**src/rtl/cfgmem_pkg.sv**
```systemverilog
// Package: shared opcode type for the configuration memory controller.
// Assumes: a two-bit opcode field on the command port.
package cfgmem_pkg;
    typedef enum logic [1:0] {
        OP_ERASE = 2'b00,
        OP_PROG  = 2'b01,
        OP_READ  = 2'b10,
        OP_LOCK  = 2'b11
    } cfg_op_e;
endpackage

```
**src/rtl/cfgmem_seq.sv**
```systemverilog
// Module: command sequencer. Accepts one command when idle, holds it for
// one execute cycle, and decides from the lock state whether the command
// runs or is refused. It produces busy/done/err and the per-operation strobes.
// Assumes: the inputs are synchronous to clk, and the reset is synchronous active-low.
module cfgmem_seq
    import cfgmem_pkg::*;
#(
    parameter int AW = 4,
    parameter int DW = 32
) (
    input  logic          clk,
    input  logic          rst_n,
    input  logic          cmd_valid,
    input  logic [1:0]    cmd_op,
    input  logic [AW-1:0] cmd_addr,
    input  logic [DW-1:0] cmd_wdata,
    input  logic          cmd_lock,
    input  logic          secured,
    output logic          busy,
    output logic          done,
    output logic          err,
    output cfg_op_e       cap_op,
    output logic [AW-1:0] cap_addr,
    output logic [DW-1:0] cap_wdata,
    output logic          do_erase,
    output logic          do_prog,
    output logic          do_read,
    output logic          rd_clear,
    output logic          do_lock
);
    logic    cap_lock;
    logic    refused;
    logic    accept;

    assign accept = cmd_valid && !busy;

    // Decode the captured command against the current lock state.
    always_comb begin
        refused  = busy && secured && (cap_op == OP_PROG || cap_op == OP_READ);
        do_erase = busy && cap_op == OP_ERASE;
        do_prog  = busy && cap_op == OP_PROG && !secured;
        do_read  = busy && cap_op == OP_READ && !secured;
        rd_clear = busy && cap_op == OP_READ && secured;
        do_lock  = busy && (cap_op == OP_LOCK || (cap_op == OP_PROG && !secured && cap_lock));
    end

    // Handshake state: busy for one cycle after accept, then a done/err pulse.
    always_ff @(posedge clk) begin
        if (!rst_n) begin
            busy <= 1'b0;
            done <= 1'b0;
            err  <= 1'b0;
        end else begin
            busy <= accept;
            done <= busy;
            err  <= refused;
        end
    end

    // Capture the command fields when it is accepted.
    always_ff @(posedge clk) begin
        if (!rst_n) begin
            cap_op    <= OP_ERASE;
            cap_addr  <= '0;
            cap_wdata <= '0;
            cap_lock  <= 1'b0;
        end else if (accept) begin
            cap_op    <= cfg_op_e'(cmd_op);
            cap_addr  <= cmd_addr;
            cap_wdata <= cmd_wdata;
            cap_lock  <= cmd_lock;
        end
    end
endmodule

```
**src/rtl/cfgmem_store.sv**
```systemverilog
// Module: the row store plus the readback register. Erase clears all rows in
// one cycle; program ORs data into one row; read loads the readback register,
// or clears it on a refused read.
// Assumes: at most one strobe is active per cycle, and ROWS is a power of two.
module cfgmem_store #(
    parameter int ROWS = 16,
    parameter int DW   = 32,
    localparam int AW  = $clog2(ROWS)
) (
    input  logic          clk,
    input  logic          rst_n,
    input  logic          do_erase,
    input  logic          do_prog,
    input  logic          do_read,
    input  logic          rd_clear,
    input  logic [AW-1:0] addr,
    input  logic [DW-1:0] wdata,
    output logic [DW-1:0] rd_data
);
    logic [DW-1:0] row_q [ROWS];

    for (genvar r = 0; r < ROWS; r++) begin : g_row
        // One row: cleared by reset or erase, ORed on a program hit.
        always_ff @(posedge clk) begin
            if (!rst_n || do_erase)
                row_q[r] <= '0;
            else if (do_prog && addr == AW'(r))
                row_q[r] <= row_q[r] | wdata;
        end
    end

    // Readback register: loads on an allowed read, zeroed on a refused one.
    always_ff @(posedge clk) begin
        if (!rst_n || rd_clear)
            rd_data <= '0;
        else if (do_read)
            rd_data <= row_q[addr];
    end
endmodule

```
**src/rtl/cfgmem_lock.sv**
```systemverilog
// Module: the security lock bit. Set by a lock strobe, cleared only by erase or reset.
// Assumes: erase and lock strobes are never active together.
module cfgmem_lock (
    input  logic clk,
    input  logic rst_n,
    input  logic do_erase,
    input  logic do_lock,
    output logic secured
);
    // Lock state: erase has priority as the only release path.
    always_ff @(posedge clk) begin
        if (!rst_n || do_erase)
            secured <= 1'b0;
        else if (do_lock)
            secured <= 1'b1;
    end
endmodule

```
**src/rtl/cfgmem_ctrl.sv**
```systemverilog
// Module: top of the configuration memory controller. It ties the sequencer,
// the row store and the lock bit together behind a command/address/data port.
// Assumes: a single clock domain and a synchronous active-low reset.
module cfgmem_ctrl
    import cfgmem_pkg::*;
#(
    parameter int ROWS = 16,
    parameter int DW   = 32,
    localparam int AW  = $clog2(ROWS)
) (
    input  logic          clk,
    input  logic          rst_n,
    input  logic          cmd_valid,
    input  logic [1:0]    cmd_op,
    input  logic [AW-1:0] cmd_addr,
    input  logic [DW-1:0] cmd_wdata,
    input  logic          cmd_lock,
    output logic          busy,
    output logic          done,
    output logic          err,
    output logic          secured,
    output logic [DW-1:0] rd_data
);
    cfg_op_e       cap_op;
    logic [AW-1:0] cap_addr;
    logic [DW-1:0] cap_wdata;
    logic          do_erase, do_prog, do_read, rd_clear, do_lock;

    cfgmem_seq #(.AW(AW), .DW(DW)) u_seq (
        .clk(clk), .rst_n(rst_n),
        .cmd_valid(cmd_valid), .cmd_op(cmd_op), .cmd_addr(cmd_addr),
        .cmd_wdata(cmd_wdata), .cmd_lock(cmd_lock), .secured(secured),
        .busy(busy), .done(done), .err(err),
        .cap_op(cap_op), .cap_addr(cap_addr), .cap_wdata(cap_wdata),
        .do_erase(do_erase), .do_prog(do_prog), .do_read(do_read),
        .rd_clear(rd_clear), .do_lock(do_lock)
    );

    cfgmem_store #(.ROWS(ROWS), .DW(DW)) u_store (
        .clk(clk), .rst_n(rst_n),
        .do_erase(do_erase), .do_prog(do_prog), .do_read(do_read),
        .rd_clear(rd_clear), .addr(cap_addr), .wdata(cap_wdata),
        .rd_data(rd_data)
    );

    cfgmem_lock u_lock (
        .clk(clk), .rst_n(rst_n),
        .do_erase(do_erase), .do_lock(do_lock), .secured(secured)
    );
endmodule

```
**config.mk**
```make
export PLATFORM = sky130hd
export DESIGN_NAME = cfgmem_ctrl
export DESIGN_NICKNAME = d
export VERILOG_FILES = /design/src/rtl/cfgmem_pkg.sv /design/src/rtl/cfgmem_seq.sv /design/src/rtl/cfgmem_store.sv /design/src/rtl/cfgmem_lock.sv /design/src/rtl/cfgmem_ctrl.sv
export SDC_FILE = /design/constraint.sdc
export NUM_CORES = 1
export LEC_CHECK = 0
export CAP_MARGIN = 15
export CORE_AREA = 2 2 249 251
export CTS_CLUSTER_DIAMETER = 150
export CTS_CLUSTER_SIZE = 24
export DETAILED_ROUTE_END_ITERATION = 16
export DIE_AREA = 0 0 251 253
export DONT_BUFFER_PORTS = 1
export SYNTH_ARGS = -nofsm -noshare
export SYNTH_HDL_FRONTEND = slang
export SYNTH_SLANG_ARGS = --single-unit
```
**constraint.sdc**
```tcl
create_clock -name clk -period 4.85 [get_ports clk]
set_input_delay 0.7275 -clock clk [delete_from_list [all_inputs] [get_ports clk]]
set_output_delay 0.7275 -clock clk [all_outputs]
set_load 0.1 [all_outputs]
```
* Word-level counts from Yosys, hierarchy flattened
Memory sizes are Yosys's and may differ from the RTL's. A register that Yosys moved wholly into a read port is not among the register bits.
Index checks and enable logic that the tools add are counted.
** Cells by class
- Multiplexer cells :: 66
- Equal/unequal tests :: 18
- Reduce and logical (&&, ||, !) cells :: 37
- Bitwise logic cells :: 32
** Operators with widths (count)
- $mux W32 :: 16
- $or A32 B32 Y32 :: 16
- $mux W1 :: 50
- $eq A4 B4 Y1 const B :: 8
- $logic_and A1 B1 Y1 :: 28
- $eq A4 B3 Y1 const B :: 4
- $or A1 B1 Y1 :: 16
- $eq A4 B2 Y1 const B :: 2
- $eq A2 B2 Y1 const B :: 2
- $eq A4 B1 Y1 const B :: 1
- $logic_not A4 Y1 :: 1
- $logic_or A1 B1 Y1 :: 4
- $logic_not A1 Y1 :: 3
- $eq A2 B1 Y1 const B :: 1
- $logic_not A2 Y1 :: 1
** Storage, ports and cells
- Flip-flop bits (word level) :: 43
- Memories kept :: 1
- Bits of input ports :: 42
- Output and inout port bits :: 36
- Word-level logic and storage cells :: 162
- Memory bits (writable) :: 512
** Memory list
- u_store.row_q :: words 16, bits a word 32, rd ports 17, clocked after memory_dff 1, wr ports 16, line cfgmem_store.sv:20 : logic [DW-1:0] row_q [ROWS];

* Depth between registers and ports, before layout
- Depth after elaboration :: 8
- Depth in mapped cells :: 8
- Gate-level depth less buffers :: 6

* Cells and area by module
A second synthesis with hierarchy kept.
** Second synthesis, totals
- Cells, all modules :: 2386
- Area, all modules :: 27066.0 um^2
** By module, submodules not included
- cfgmem_store :: seq. area each 16015.4 um^2, cells an instance 2193, instances 1, area an instance 25234.2 um^2
- cfgmem_seq :: seq. area each 840.8 um^2, cells an instance 190, instances 1, area an instance 1795.5 um^2
- cfgmem_lock :: seq. area each 20.0 um^2, cells an instance 3, instances 1, area an instance 36.3 um^2

* Worst setup path before layout
No wires, ideal clock.
- Path kind :: register to register
- Start :: reg u_seq.busy
- End :: mem u_store.row_q[8][0] (enable)
- Data required time :: 4384 ps
- Clock period less this slack :: 4354 ps
- Setup slack :: 496 ps
- Arrival time :: 3889 ps
- Library setup time :: 466 ps
- Path buffers :: 0
- Cell stages (with the launch flop) :: 4
- Cell sequence :: dfxtp_1 -> and4bb_1 -> nand2b_1 -> o21ai_0
** RTL lines
- start, declared :: line cfgmem_seq.sv:19 : output logic busy,
- start signal, assigned :: line cfgmem_seq.sv:54 : busy <= accept;
- end, declared :: line cfgmem_store.sv:20

==> metrics.txt <==
# TYPE chip_impl_metric gauge
chip_impl_metric{name="drive_gt1_share",unit="%"} 8.28
chip_impl_metric{name="cellInternalPower",unit="uW"} 7160
chip_impl_metric{name="static-leakage-power",unit="uW"} 0.00934
chip_impl_metric{name="met2_layer_wire_length_in_the_routed_design",unit="um"} 33900
chip_impl_metric{name="drt_first_iter_violations",unit=""} 1994
chip_impl_metric{name="dp_worst_setup_slack",unit="ns"} 1.57
chip_impl_metric{name="grt_first_pass_wirelength",unit="um"} 112000
chip_impl_metric{name="cts.path.max_buffers",unit=""} 3
chip_impl_metric{name="route.met3.wl",unit="um"} 6650
chip_impl_info{name="unrepaired_setup_endpoints_after_global_routing",value="no"} 1
chip_impl_metric{name="die-height",unit="um"} 253
chip_impl_metric{name="floorplan.core_area",unit="sq mm"} 0.0610
chip_impl_metric{name="clock_latency",unit="ns"} 0.61
chip_impl_metric{name="tritoncts.num_buffers",unit=""} 28
chip_impl_metric{name="utilization",unit="%"} 46.3
chip_impl_metric{name="synth-seq-area-share",unit="%"} 63.4
chip_impl_metric{name="multi_input_comb_area",unit="sq mm"} 0.00918
chip_impl_metric{name="p_switching",unit="uW"} 2420
chip_impl_metric{name="register_area",unit="sq mm"} 0.0169
chip_impl_info{name="hold_start",value="cmd_wdata[20]"} 1
chip_impl_metric{name="worst_setup_hold_path_clk_slew",unit="ns"} 0.10
chip_impl_metric{name="setup_violations",unit=""} 0
chip_impl_info{name="synth.largest_area_cell",value="sky130_fd_sc_hd__edfxtp_1"} 1
chip_impl_metric{name="grt_pass1_vias",unit=""} 16353
chip_impl_metric{name="ys_types",unit=""} 44
chip_impl_info{name="crit-reg2reg-capture",value="u_store.row_q[11][10]"} 1
chip_impl_info{name="min_path_type",value="input pin to flop"} 1
chip_impl_metric{name="cp.arrival",unit="ns"} 3.54
chip_impl_metric{name="fmaxAchievable",unit="MHz"} 310
chip_impl_metric{name="power.ir.vdd_worst",unit="uV"} 250
chip_impl_metric{name="grtUsageTotal",unit="%"} 23.6
chip_impl_info{name="yosys-top-cells-area",value="sky130_fd_sc_hd__edfxtp_1 58%, sky130_fd_sc_hd__nor2_1 7.3%, sky130_fd_sc_hd__o21a_1 7.2%"} 1
chip_impl_metric{name="timing.reg2reg.setup_slack",unit="ns"} 1.62
chip_impl_metric{name="pwr_density_cell",unit="mW/mm^2"} 339
chip_impl_metric{name="skew",unit="ns"} 0.0218
chip_impl_metric{name="core.rowCount",unit=""} 91
chip_impl_info{name="critPathSlowestCell",value="sky130_fd_sc_hd__dfxtp_4"} 1
chip_impl_metric{name="floorplan.die_area",unit="sq mm"} 0.0635
chip_impl_info{name="run_status",value="completed"} 1
chip_impl_metric{name="final.min_clock_period",unit="ns"} 3.23
chip_impl_metric{name="antenna-diode-count",unit=""} 0
chip_impl_metric{name="grt_start_max_net_pins",unit=""} 80
chip_impl_metric{name="share_comb_of_total_power",unit="%"} 7.8
chip_impl_info{name="timing.critical_path.to_type",value="flop"} 1
chip_impl_metric{name="max_stage_delay",unit="ns"} 0.95
chip_impl_metric{name="synth_top_cell_area_share",unit="%"} 57.8
chip_impl_metric{name="syn_nets",unit=""} 2191
chip_impl_metric{name="number_of_gates_resized_after_cts",unit=""} 0
chip_impl_info{name="highest_layer",value="met5"} 1
chip_impl_metric{name="yosysWarnings",unit=""} 0
chip_impl_metric{name="cp.required",unit="ns"} 5.16
chip_impl_metric{name="finalHoldWorstSlack",unit="ns"} 0.250
chip_impl_metric{name="p_seq_share",unit="%"} 63.4
chip_impl_metric{name="post_synth_instance_area",unit="sq mm"} 0.0266
chip_impl_metric{name="worst_r2r_path_depth",unit=""} 3
chip_impl_metric{name="via_per_inst",unit=""} 6.07
chip_impl_info{name="timing.critical_path.from_type",value="flop"} 1
chip_impl_metric{name="layout-area-overhead-vs-synth",unit="%"} 6.23
chip_impl_metric{name="async_flop_share",unit="%"} 0
chip_impl_info{name="synthMostInstantiatedCell",value="sky130_fd_sc_hd__nor2_1"} 1
chip_impl_metric{name="top_fanout_value_on_the_critical_path",unit=""} 44
chip_impl_metric{name="cts_htree_levels",unit=""} 1
chip_impl_metric{name="finish.instance_area",unit="sq mm"} 0.0283
chip_impl_metric{name="floorplan.initialDensity",unit="%"} 43.6
chip_impl_info{name="timing.setup.critical_path_class",value="flop to flop"} 1
chip_impl_metric{name="wire_per_inst",unit="um"} 26.9
chip_impl_metric{name="finalCritPeriodShare",unit="%"} 66.5
chip_impl_metric{name="cap_violations",unit=""} 0
chip_impl_metric{name="post_cts_repair_timing_setup_buffer_count",unit=""} 0
chip_impl_metric{name="power.share.clock",unit="%"} 28.8
chip_impl_metric{name="post_syn_instances",unit=""} 2145
chip_impl_metric{name="timing.final.max_slew_violations",unit=""} 0
chip_impl_info{name="synthFlopType",value="sky130_fd_sc_hd__edfxtp_1"} 1
chip_impl_metric{name="maxSlewHeadroom",unit="%"} 24.0
chip_impl_info{name="timing.rr.start",value="u_seq.cap_addr[0]"} 1
chip_impl_metric{name="numPortBuffers",unit=""} 0
chip_impl_metric{name="antenna_violating_nets_post_route",unit=""} 0
chip_impl_metric{name="routed_wl",unit="um"} 76000
chip_impl_info{name="cts_tree",value="yes"} 1
chip_impl_metric{name="gp_routability_congestion",unit=""} 0.844
chip_impl_metric{name="met1_length",unit="um"} 34300
chip_impl_metric{name="placed_cell_area",unit="sq mm"} 0.0274
chip_impl_metric{name="cts_hold_buffers",unit=""} 0
chip_impl_metric{name="worst_hold_path_depth",unit=""} 2
chip_impl_metric{name="remaining_drc_errors",unit=""} 0
chip_impl_metric{name="antenna_found_initial",unit=""} 1
chip_impl_info{name="worstPathCellList",value="nand4_1, o21ai_4, buf_4"} 1
chip_impl_metric{name="worst-slew-pin-transition",unit="ns"} 1.14
chip_impl_metric{name="num_io_pins",unit=""} 78
chip_impl_metric{name="clock-sinks",unit=""} 587
chip_impl_metric{name="synth-seq-cells",unit=""} 587
chip_impl_metric{name="power_switching_share",unit="%"} 25.3
chip_impl_info{name="hold-path-endpoint",value="u_seq.cap_wdata[20]"} 1
chip_impl_metric{name="grt.overflow.total",unit=""} 0
chip_impl_info{name="cts_root_buffer",value="sky130_fd_sc_hd__clkbuf_16"} 1
chip_impl_metric{name="avgSynthCellArea",unit="sq um"} 12.4
chip_impl_metric{name="layout.filler_cells",unit=""} 5467
chip_impl_metric{name="route.vias.total",unit=""} 17188
chip_impl_metric{name="drt_pre_antenna_iters",unit=""} 5
chip_impl_metric{name="synth_enable_flop_cells",unit=""} 512
chip_impl_metric{name="chipWidth",unit="um"} 251
chip_impl_metric{name="detailedPlacementHpwl",unit="um"} 48000
chip_impl_metric{name="aggregate_negative_setup_slack",unit="ns"} 0
chip_impl_metric{name="finalHoldViolations",unit=""} 0
chip_impl_metric{name="nets",unit=""} 2064
chip_impl_metric{name="fin_ws",unit="ns"} 1.62
chip_impl_info{name="synth_common_cells",value="521 x sky130_fd_sc_hd__nor2_1, 512 x sky130_fd_sc_hd__edfxtp_1, 256 x sky130_fd_sc_hd__o21a_1"} 1
-- kinds of logic (layout without fill, tap and decap cells) --
logic type	after synthesis	in the layout	share of synthesized area [%]
simple gates	659	659	9.76
flops	587	587	63.4
compound gates	502	502	13.3
mux	198	198	10.2
buf+inv	195	90	3.21
fa+ha+maj	4	4	0.188
-- state kept, by name, summed over array words and instances, names as in the netlist --
signal / count
u_seq.done: 1
u_seq.cap_wdata: 32
u_seq.busy: 1
u_seq.cap_op: 2
u_lock.secured: 1
u_store.row_q: 512
u_seq.cap_addr: 4
u_seq.err: 1
u_store.rd_data: 32
u_seq.cap_lock: 1
-- cells in the final DEF, fill, tap and decap left out, drive strengths merged --
cell type    n
a21boi      41
and3         1
o22ai       26
nand3       12
clkbuf      51
mux2i      140
a21bo        1
or2          4
o21ai       74
and2         5
nor3        12
and2b        1
and4bb       1
and4         1
nand4b       1
a21o         1
nor2b        4
a2111oi      6
nand2       85
nor2       524
clkinv       1
a22oi       12
a211oi      26
nand2b       6
buf         36
mux4        58
inv          2
o21a       256
nand3b       1
nand4        1
edfxtp     512
a221oi      26
a21oi       33
ha           4
dfxtp       75
-- worst max-delay path: cells and delay by family (launching register included) --
family | cells | cell delay [ns]
buffers and inverters | 1 | 0.35
AO/OA/AOI/OAI | 1 | 0.89
flip-flops | 1 | 0.95
AND/OR/NAND/NOR | 1 | 0.73
-- final cells by class --
class,count,share of cell area [%]
well taps,790,3.50
clock inverters,1,0.0575
inverters,2,0.0266
multi-input cells,1363,32.5
flip-flops and latches,587,59.7
clock buffers,51,2.86
repair buffers,36,1.36
-- routing by layer --
| layer | track usage (%) | up-vias |
|---|---|---|
| li1 | - | 7562 |
| met1 | 35.9 | 8837 |
| met4 | 4.12 | 2 |
| met5 | 0 | - |
| met3 | 3.83 | 74 |
| met2 | 36.2 | 713 |
-- stage by stage --
stage	total power (uW)	instances
2_1_floorplan	6570	2145
3_5_place_dp	6920	2777
6_report	9580	2830
3_3_place_gp	6890	2772
4_1_cts	9600	2829
5_1_grt	9860	2830
-- worst max-delay path by stage --
stage	startpoint	endpoint	slack, ns	cells after the start
floorplan	u_seq.busy	u_store.row_q[8][0]	0.50	3
global placement	u_seq.cap_addr[0]	u_store.row_q[1][25]	1.62	2
detailed placement	u_seq.cap_addr[0]	u_store.row_q[11][10]	1.57	3
CTS	u_seq.cap_addr[0]	u_store.row_q[11][10]	1.55	3
global route	u_seq.cap_addr[0]	u_store.row_q[11][14]	1.38	3
finish	u_seq.cap_addr[0]	u_store.row_q[11][10]	1.62	3
-- power by group through the flow --
stage / clock (uW) / sequential, uW / combinational, uW
2_1_floorplan: 0 / 6020 / 556
5_1_grt: 2950 / 6110 / 800
4_1_cts: 2790 / 6070 / 742
3_5_place_dp: 0 / 6180 / 738
3_3_place_gp: 0 / 6170 / 718
6_report: 2760 / 6070 / 748
(Power assumes the default switching activity.)
